===== src/rtl/bank_mon_pkg.sv =====
package bank_mon_pkg;

   typedef enum logic [2:0] {
      BK_IDLE      = 3'd0,
      BK_OPENING   = 3'd1,
      BK_OPEN      = 3'd2,
      BK_CLOSING   = 3'd3,
      BK_AUTOCLOSE = 3'd4
   } bank_st_e;

   typedef enum logic [2:0] {
      OP_NONE, OP_ACT, OP_RD, OP_WR, OP_STOP, OP_PRE, OP_REF, OP_MODE
   } op_e;

   typedef enum logic [3:0] {
      RSN_NONE       = 4'd0,
      RSN_REF_LOCK   = 4'd1,
      RSN_MODE_LOCK  = 4'd2,
      RSN_NOT_IDLE   = 4'd3,
      RSN_BANK_BUSY  = 4'd4,
      RSN_ROW_CLOSED = 4'd5,
      RSN_ROW_OPEN   = 4'd6,
      RSN_RAS        = 4'd7,
      RSN_RRD        = 4'd8
   } reason_e;

endpackage


===== src/rtl/cmd_decode.sv =====
module cmd_decode
   import bank_mon_pkg::*;
(
   input  logic cke,
   input  logic cs_n,
   input  logic ras_n,
   input  logic cas_n,
   input  logic we_n,
   output op_e  op
);

   always_comb begin
      op = OP_NONE;
      if (cke && !cs_n) begin
         unique case ({ras_n, cas_n, we_n})
            3'b011:  op = OP_ACT;
            3'b101:  op = OP_RD;
            3'b100:  op = OP_WR;
            3'b110:  op = OP_STOP;
            3'b010:  op = OP_PRE;
            3'b001:  op = OP_REF;
            3'b000:  op = OP_MODE;
            default: op = OP_NONE;
         endcase
      end
   end

endmodule


===== src/rtl/lock_timer.sv =====
module lock_timer #(
   parameter int SPAN = 2
) (
   input  logic clk,
   input  logic rst_n,
   input  logic start,
   output logic busy
);

   localparam int CW = (SPAN > 1) ? $clog2(SPAN) : 1;

   logic [CW-1:0] cnt;

   always_ff @(posedge clk) begin
      if (!rst_n)
         cnt <= '0;
      else if (start)
         cnt <= CW'(SPAN - 1);
      else if (cnt != '0)
         cnt <= cnt - 1'b1;
   end

   assign busy = (cnt != '0);

endmodule


===== src/rtl/bank_fsm.sv =====
module bank_fsm
   import bank_mon_pkg::*;
#(
   parameter int T_RCD     = 2,
   parameter int T_RP      = 2,
   parameter int T_RAS     = 4,
   parameter int BURST_LEN = 4
) (
   input  logic     clk,
   input  logic     rst_n,
   input  logic     go,
   input  op_e      op,
   input  logic     auto_pre,
   output bank_st_e st,
   output logic     ras_met
);

   localparam int BUSY_AP = BURST_LEN + T_RP;
   localparam int MAXT    = (T_RCD > BUSY_AP) ? T_RCD : BUSY_AP;
   localparam int CW      = $clog2(MAXT + 1);
   localparam int RW      = $clog2(T_RAS + 1);

   logic [CW-1:0] cnt;
   logic [RW-1:0] ras;

   always_ff @(posedge clk) begin
      if (!rst_n) begin
         st  <= BK_IDLE;
         cnt <= '0;
         ras <= '0;
      end else begin
         unique case (st)
            BK_IDLE: begin
               if (go && op == OP_ACT) begin
                  st  <= BK_OPENING;
                  cnt <= CW'(T_RCD - 1);
                  ras <= RW'(1);
               end
            end
            BK_OPENING: begin
               if (cnt == CW'(1)) st <= BK_OPEN;
               cnt <= cnt - 1'b1;
               if (ras != RW'(T_RAS)) ras <= ras + 1'b1;
            end
            BK_OPEN: begin
               if (ras != RW'(T_RAS)) ras <= ras + 1'b1;
               if (go) begin
                  if (op == OP_PRE) begin
                     st  <= BK_CLOSING;
                     cnt <= CW'(T_RP - 1);
                  end else if ((op == OP_RD || op == OP_WR) && auto_pre) begin
                     st  <= BK_AUTOCLOSE;
                     cnt <= CW'(BUSY_AP - 1);
                  end
               end
            end
            BK_CLOSING, BK_AUTOCLOSE: begin
               if (cnt == CW'(1)) st <= BK_IDLE;
               cnt <= cnt - 1'b1;
            end
            default: st <= BK_IDLE;
         endcase
      end
   end

   assign ras_met = (ras == RW'(T_RAS));

endmodule


===== src/rtl/bank_rule_monitor.sv =====
module bank_rule_monitor
   import bank_mon_pkg::*;
#(
   parameter int   NUM_BANKS = 4,
   parameter int   T_RCD     = 2,
   parameter int   T_RP      = 2,
   parameter int   T_RC      = 7,
   parameter int   T_RRD     = 2,
   parameter int   T_RAS     = 4,
   parameter int   T_MRD     = 2,
   parameter int   BURST_LEN = 4,
   localparam int  BANK_W    = $clog2(NUM_BANKS)
) (
   input  logic                   clk,
   input  logic                   rst_n,
   input  logic                   cke,
   input  logic                   cs_n,
   input  logic                   ras_n,
   input  logic                   cas_n,
   input  logic                   we_n,
   input  logic [BANK_W-1:0]      bank,
   input  logic                   a10,
   output logic [3*NUM_BANKS-1:0] bank_state,
   output logic                   all_idle,
   output logic                   viol,
   output logic [3:0]             viol_code
);

   // elaboration-time parameter checks
   if (NUM_BANKS < 2 || (1 << BANK_W) != NUM_BANKS) begin : g_bad_banks
      $error("NUM_BANKS must be a power of two, at least 2");
   end
   if (T_RCD < 2 || T_RP < 2 || T_MRD < 2 || T_RC < 2) begin : g_bad_windows
      $error("T_RCD, T_RP, T_MRD and T_RC must be at least 2");
   end
   if (T_RRD < 1 || BURST_LEN < 1 || T_RAS < T_RCD) begin : g_bad_misc
      $error("T_RRD and BURST_LEN must be positive, T_RAS at least T_RCD");
   end

   op_e      op;
   reason_e  rsn;
   logic     accept, bank_op;
   logic     ref_busy, mode_busy, rrd_busy;
   logic [NUM_BANKS-1:0] sel, busy_v, idle_v, open_v, ras_ok_v;
   bank_st_e st [NUM_BANKS];

   cmd_decode i_decode (
      .cke   (cke),
      .cs_n  (cs_n),
      .ras_n (ras_n),
      .cas_n (cas_n),
      .we_n  (we_n),
      .op    (op)
   );

   assign bank_op = (op == OP_ACT) || (op == OP_RD) || (op == OP_WR) || (op == OP_PRE);

   for (genvar i = 0; i < NUM_BANKS; i++) begin : g_bank
      assign sel[i]    = (op == OP_PRE && a10) || (bank == BANK_W'(i));
      assign idle_v[i] = (st[i] == BK_IDLE);
      assign open_v[i] = (st[i] == BK_OPEN);
      assign busy_v[i] = (st[i] == BK_OPENING) || (st[i] == BK_CLOSING) ||
                         (st[i] == BK_AUTOCLOSE);

      bank_fsm #(
         .T_RCD     (T_RCD),
         .T_RP      (T_RP),
         .T_RAS     (T_RAS),
         .BURST_LEN (BURST_LEN)
      ) i_fsm (
         .clk      (clk),
         .rst_n    (rst_n),
         .go       (accept && bank_op && sel[i]),
         .op       (op),
         .auto_pre (a10),
         .st       (st[i]),
         .ras_met  (ras_ok_v[i])
      );

      assign bank_state[3*i +: 3] = st[i];
   end

   assign all_idle = &idle_v;

   lock_timer #(.SPAN(T_RC)) i_ref_lock (
      .clk (clk), .rst_n (rst_n), .start (accept && op == OP_REF), .busy (ref_busy)
   );
   lock_timer #(.SPAN(T_MRD)) i_mode_lock (
      .clk (clk), .rst_n (rst_n), .start (accept && op == OP_MODE), .busy (mode_busy)
   );
   lock_timer #(.SPAN(T_RRD)) i_rrd_lock (
      .clk (clk), .rst_n (rst_n), .start (accept && op == OP_ACT), .busy (rrd_busy)
   );

   // rule evaluation, earliest rule wins
   always_comb begin
      rsn = RSN_NONE;
      if (op != OP_NONE) begin
         if (ref_busy)
            rsn = RSN_REF_LOCK;
         else if (mode_busy)
            rsn = RSN_MODE_LOCK;
         else if ((op == OP_REF || op == OP_MODE) && !all_idle)
            rsn = RSN_NOT_IDLE;
         else if (bank_op && |(sel & busy_v))
            rsn = RSN_BANK_BUSY;
         else if ((op == OP_RD || op == OP_WR) && idle_v[bank])
            rsn = RSN_ROW_CLOSED;
         else if (op == OP_ACT && !idle_v[bank])
            rsn = RSN_ROW_OPEN;
         else if (op == OP_PRE && |(sel & open_v & ~ras_ok_v))
            rsn = RSN_RAS;
         else if (op == OP_ACT && rrd_busy)
            rsn = RSN_RRD;
      end
   end

   assign accept = (rsn == RSN_NONE);

   always_ff @(posedge clk) begin
      if (!rst_n) begin
         viol      <= 1'b0;
         viol_code <= '0;
      end else begin
         viol      <= !accept;
         viol_code <= rsn;
      end
   end

endmodule


===== config.mk =====
export PLATFORM = sky130hd
export DESIGN_NAME = bank_rule_monitor
export DESIGN_NICKNAME = d
export VERILOG_FILES = /design/src/rtl/bank_mon_pkg.sv /design/src/rtl/cmd_decode.sv /design/src/rtl/lock_timer.sv /design/src/rtl/bank_fsm.sv /design/src/rtl/bank_rule_monitor.sv
export SDC_FILE = /design/constraint.sdc
export NUM_CORES = 1
export LEC_CHECK = 0
export CORE_MARGIN = 5
export CORE_UTILIZATION = 30
export DETAILED_ROUTE_END_ITERATION = 8
export DONT_BUFFER_PORTS = 1
export PLACE_DENSITY = 0.53
export SETUP_SLACK_MARGIN = 0.05
export SYNTH_ARGS = -nofsm -noshare
export SYNTH_HDL_FRONTEND = slang
export SYNTH_SLANG_ARGS = --single-unit

===== constraint.sdc =====
create_clock -name clk -period 4.7 [get_ports clk]
set_input_delay 0.235 -clock clk [delete_from_list [all_inputs] [get_ports clk]]
set_output_delay 0.235 -clock clk [all_outputs]
set_load 0.005 [all_outputs]

==> impl_metrics.json <==
{
  "start_util": 0.303,
  "critPathCaptureType": "flop",
  "setup.worst_path.end": "g_bank[3].i_fsm.cnt[2]",
  "power.density_mw_per_mm2": 233,
  "overflow": 0,
  "dp_hpwl_um": 6060,
  "wl_per_cell_um": 14.7,
  "path_clk_slew_ns": 0.09,
  "status": "finished clean",
  "report.final.slew_viol_count": 0,
  "clock-root-buffer": "clkbuf_8",
  "dieHeight_um": 114,
  "finalHoldViolCount": 0,
  "die_x_um": 114,
  "area_delta_synth_final_pct": 5.26,
  "grt_util_all_layers": 0.128,
  "num_vias": 2897,
  "dp_slack_ns": 1.48,
  "fin_crit_sh": 0.695,
  "setup_violations": 0,
  "regToRegStartpoint": "g_bank[1].i_fsm.st[1]",
  "tritoncts": "done",
  "required_ns": 4.90,
  "numCtsBuffers": 5,
  "crit_fanout": 13,
  "core-area_mm2": 0.0107,
  "path_class": "flop to flop",
  "ys_seq_area_frac": 0.283,
  "layout-drive-gt1-share": 0.0560,
  "place_congestion": 0.890,
  "holdWs_ns": 0.0606,
  "reg2reg_depth": 9,
  "grt_pass1_wl_um": 13700,
  "vias_per_cell": 5.26,
  "yosysWarnings": 0,
  "skew_ns": 0.00830,
  "max_cap_violations": 0,
  "cts.sinks": 46,
  "leakagePower_nw": 1.24,
  "setup_slack_ns": 1.43,
  "io_pins": 28,
  "drc_errors": 0,
  "grt_pass1_vias": 2728,
  "htree_levels": 2,
  "portBuffers": 0,
  "fmax_ghz": 0.306,
  "synth_area_mm2": 0.00326,
  "nFillCells": 1180,
  "dpl-instance-area_mm2": 0.00331,
  "grt_max_degree": 28,
  "fin_tns_setup_ns": 0,
  "clock_latency_ns": 0.30,
  "fin_crit_ns": 3.27,
  "worst_hold_path_type": "primary input to flop",
  "maxSlewHeadroom": 0.488,
  "drt_first_pass_iters": 4,
  "r2r-end": "g_bank[3].i_fsm.cnt[2]",
  "grt_setup_unrepaired": "no",
  "fin_area_mm2": 0.00343,
  "ir_drop_mv": 0.0909,
  "drtIter0Drc": 198,
  "num_rows": 38,
  "yosysUniqueCellTypes": 69,
  "worst_ep_arrival_time_ns": 3.47,
  "clockBufferDepth": 2,
  "crit_path_start": "g_bank[1].i_fsm.st[1]",
  "synth_edf_count": 0,
  "ys_seq_elements": 46,
  "antenna_left": 0,
  "worst_pin_slew_ns": 0.761,
  "total_power_w": 0.000797,
  "r2r_slack_ns": 1.43,
  "synth_cells": 425,
  "antenna_found_initial": 0,
  "drt_wl_total_um": 8110,
  "synth_nets": 453,
  "dieArea_mm2": 0.0130,
  "cp-start-kind": "flop",
  "synth_ff_type": "dfxtp_1",
  "antenna_cells": 0,
  "async_flop_share": 0,
  "fin_nets": 438,
  "syn_avg_cell_area_um2": 7.66
}
-- cells in the mapped netlist (3+ instances only) --
cell type  instances  share of area
mux2i_1            6          0.018
a22oi_1            3         0.0069
nor2_1            40          0.046
buf_1              3         0.0035
buf_2              3         0.0046
nand2b_1          12          0.023
a21oi_1           32          0.049
o21a_1             4         0.0092
a31oi_1            4         0.0077
o211ai_1           4         0.0092
a211oi_1           6          0.014
dfxtp_1           46           0.28
o21ai_0            6         0.0092
and2_1             4         0.0077
nor3_1            17          0.026
inv_1             29          0.033
nor3_2             3         0.0092
and3_1             4         0.0077
nand2_1           57          0.066
clkbuf_1          13          0.015
xor2_1             8          0.022
xnor2_1            8          0.022
ha_1              18          0.069
o32ai_1            4          0.011
buf_6              4          0.014
o22ai_1            3         0.0058
nor3b_1            7          0.016
nand3_1           12          0.018
nor2b_1           10          0.019
nor4_1             3         0.0058
-- worst min-delay path by stage --
stage           from                endpoint  slack (ns)  cells past startpoint
4_1_cts        rst_n  g_bank[0].i_fsm.ras[0]        0.05                      2
2_1_floorplan   we_n        i_mode_lock.busy        0.31                      1
3_3_place_gp    we_n        i_mode_lock.busy        0.32                      1
6_report       rst_n  g_bank[0].i_fsm.ras[0]        0.06                      2
3_5_place_dp    we_n        i_mode_lock.busy        0.32                      1
5_1_grt        rst_n  g_bank[2].i_fsm.cnt[1]        0.05                      1
-- per-layer routing --
layer	vias to the layer above	global-route usage	share of wire
met3	5	0.0264	0.051
met5	-	0	0
met1	1376	0.163	0.45
li1	1456	-	-
met2	60	0.223	0.49
met4	0	0.0309	0.010
-- report_power, final --
part	leakage [nW]	internal [W]	switching [W]
logic	0.812	0.0000415	0.0000531
registers	0.371	0.000397	0.00000747
clock network	0.0524	0.000159	0.000139
-- flip-flops by register name, summed over array words and instances, names as in the netlist --
| register | flops |
|---|---|
| g_bank.i_fsm.st | 12 |
| viol_code | 4 |
| i_mode_lock.busy | 1 |
| i_rrd_lock.busy | 1 |
| g_bank.i_fsm.cnt | 12 |
| viol | 1 |
| g_bank.i_fsm.ras | 12 |
| i_ref_lock.cnt | 3 |
-- layout by cell type, fill, tap and decap left out, types with 3 or more instances in the layout --
master	instances
nand2b_1	12
nor3_2	3
a22oi_1	3
a31oi_1	4
nor2b_1	10
clkbuf_8	5
o211ai_1	4
nor2_1	40
dfxtp_1	46
o22ai_1	3
and2_1	4
nor3b_1	7
o21a_1	4
nand3_1	12
inv_1	29
a211oi_1	6
nand2_1	57
nor4_1	3
o32ai_1	4
ha_1	18
xnor2_1	8
mux2i_1	6
nor3_1	17
a21oi_1	32
and3_1	4
o21ai_0	6
xor2_1	8
-- area by class of cell --
class                   instances  area (um2)  share of cell area
inverters                      30         113              0.0328
well taps                     140         175              0.0511
repair buffers                  1        10.0             0.00292
multi-input cells             326        2100               0.614
clock inverters                 1        30.0             0.00876
flip-flops and latches         46         921               0.269
clock buffers                   7        76.3              0.0223
-- cells by family (layout without fill, tap and decap cells) --
logic type / count (synthesis) / in the layout / synth area share
buf+inv: 53 / 39 / 0.0715
xor+xnor: 16 / 16 / 0.0430
mux: 9 / 9 / 0.0357
simple gates: 187 / 187 / 0.290
flops: 46 / 46 / 0.283
compound gates: 96 / 96 / 0.208
fa+ha+maj: 18 / 18 / 0.0692
-- critical path, stage by stage, from the launching register on --
cell	delay (ns)
dfxtp_1	0.62
nor3b_1	0.30
nand2_1	0.13
mux4_2	0.47
a21oi_1	0.26
nor2_1	0.09
nor4_1	0.59
nor3_2	0.20
a31o_2	0.31
a32o_1	0.20
-- through the flow --
step / utilization / instances
after floorplan: - / 425
after global routing: 0.319 / 551
after global placement: 0.308 / 542
after CTS: 0.319 / 551
after detailed placement: 0.308 / 542
final: 0.319 / 551
-- repair_timing --
| action | CTS | global route |
|---|---|---|
| endpoints found under the setup margin | 0 | 0 |
| hold endpoints to repair | 1 | 0 |
| resized for setup | 0 | 0 |
| hold buffers | 1 | 0 |
| setup buffers | 0 | 0 |
Note: power is estimated with default switching activity, not from simulation.
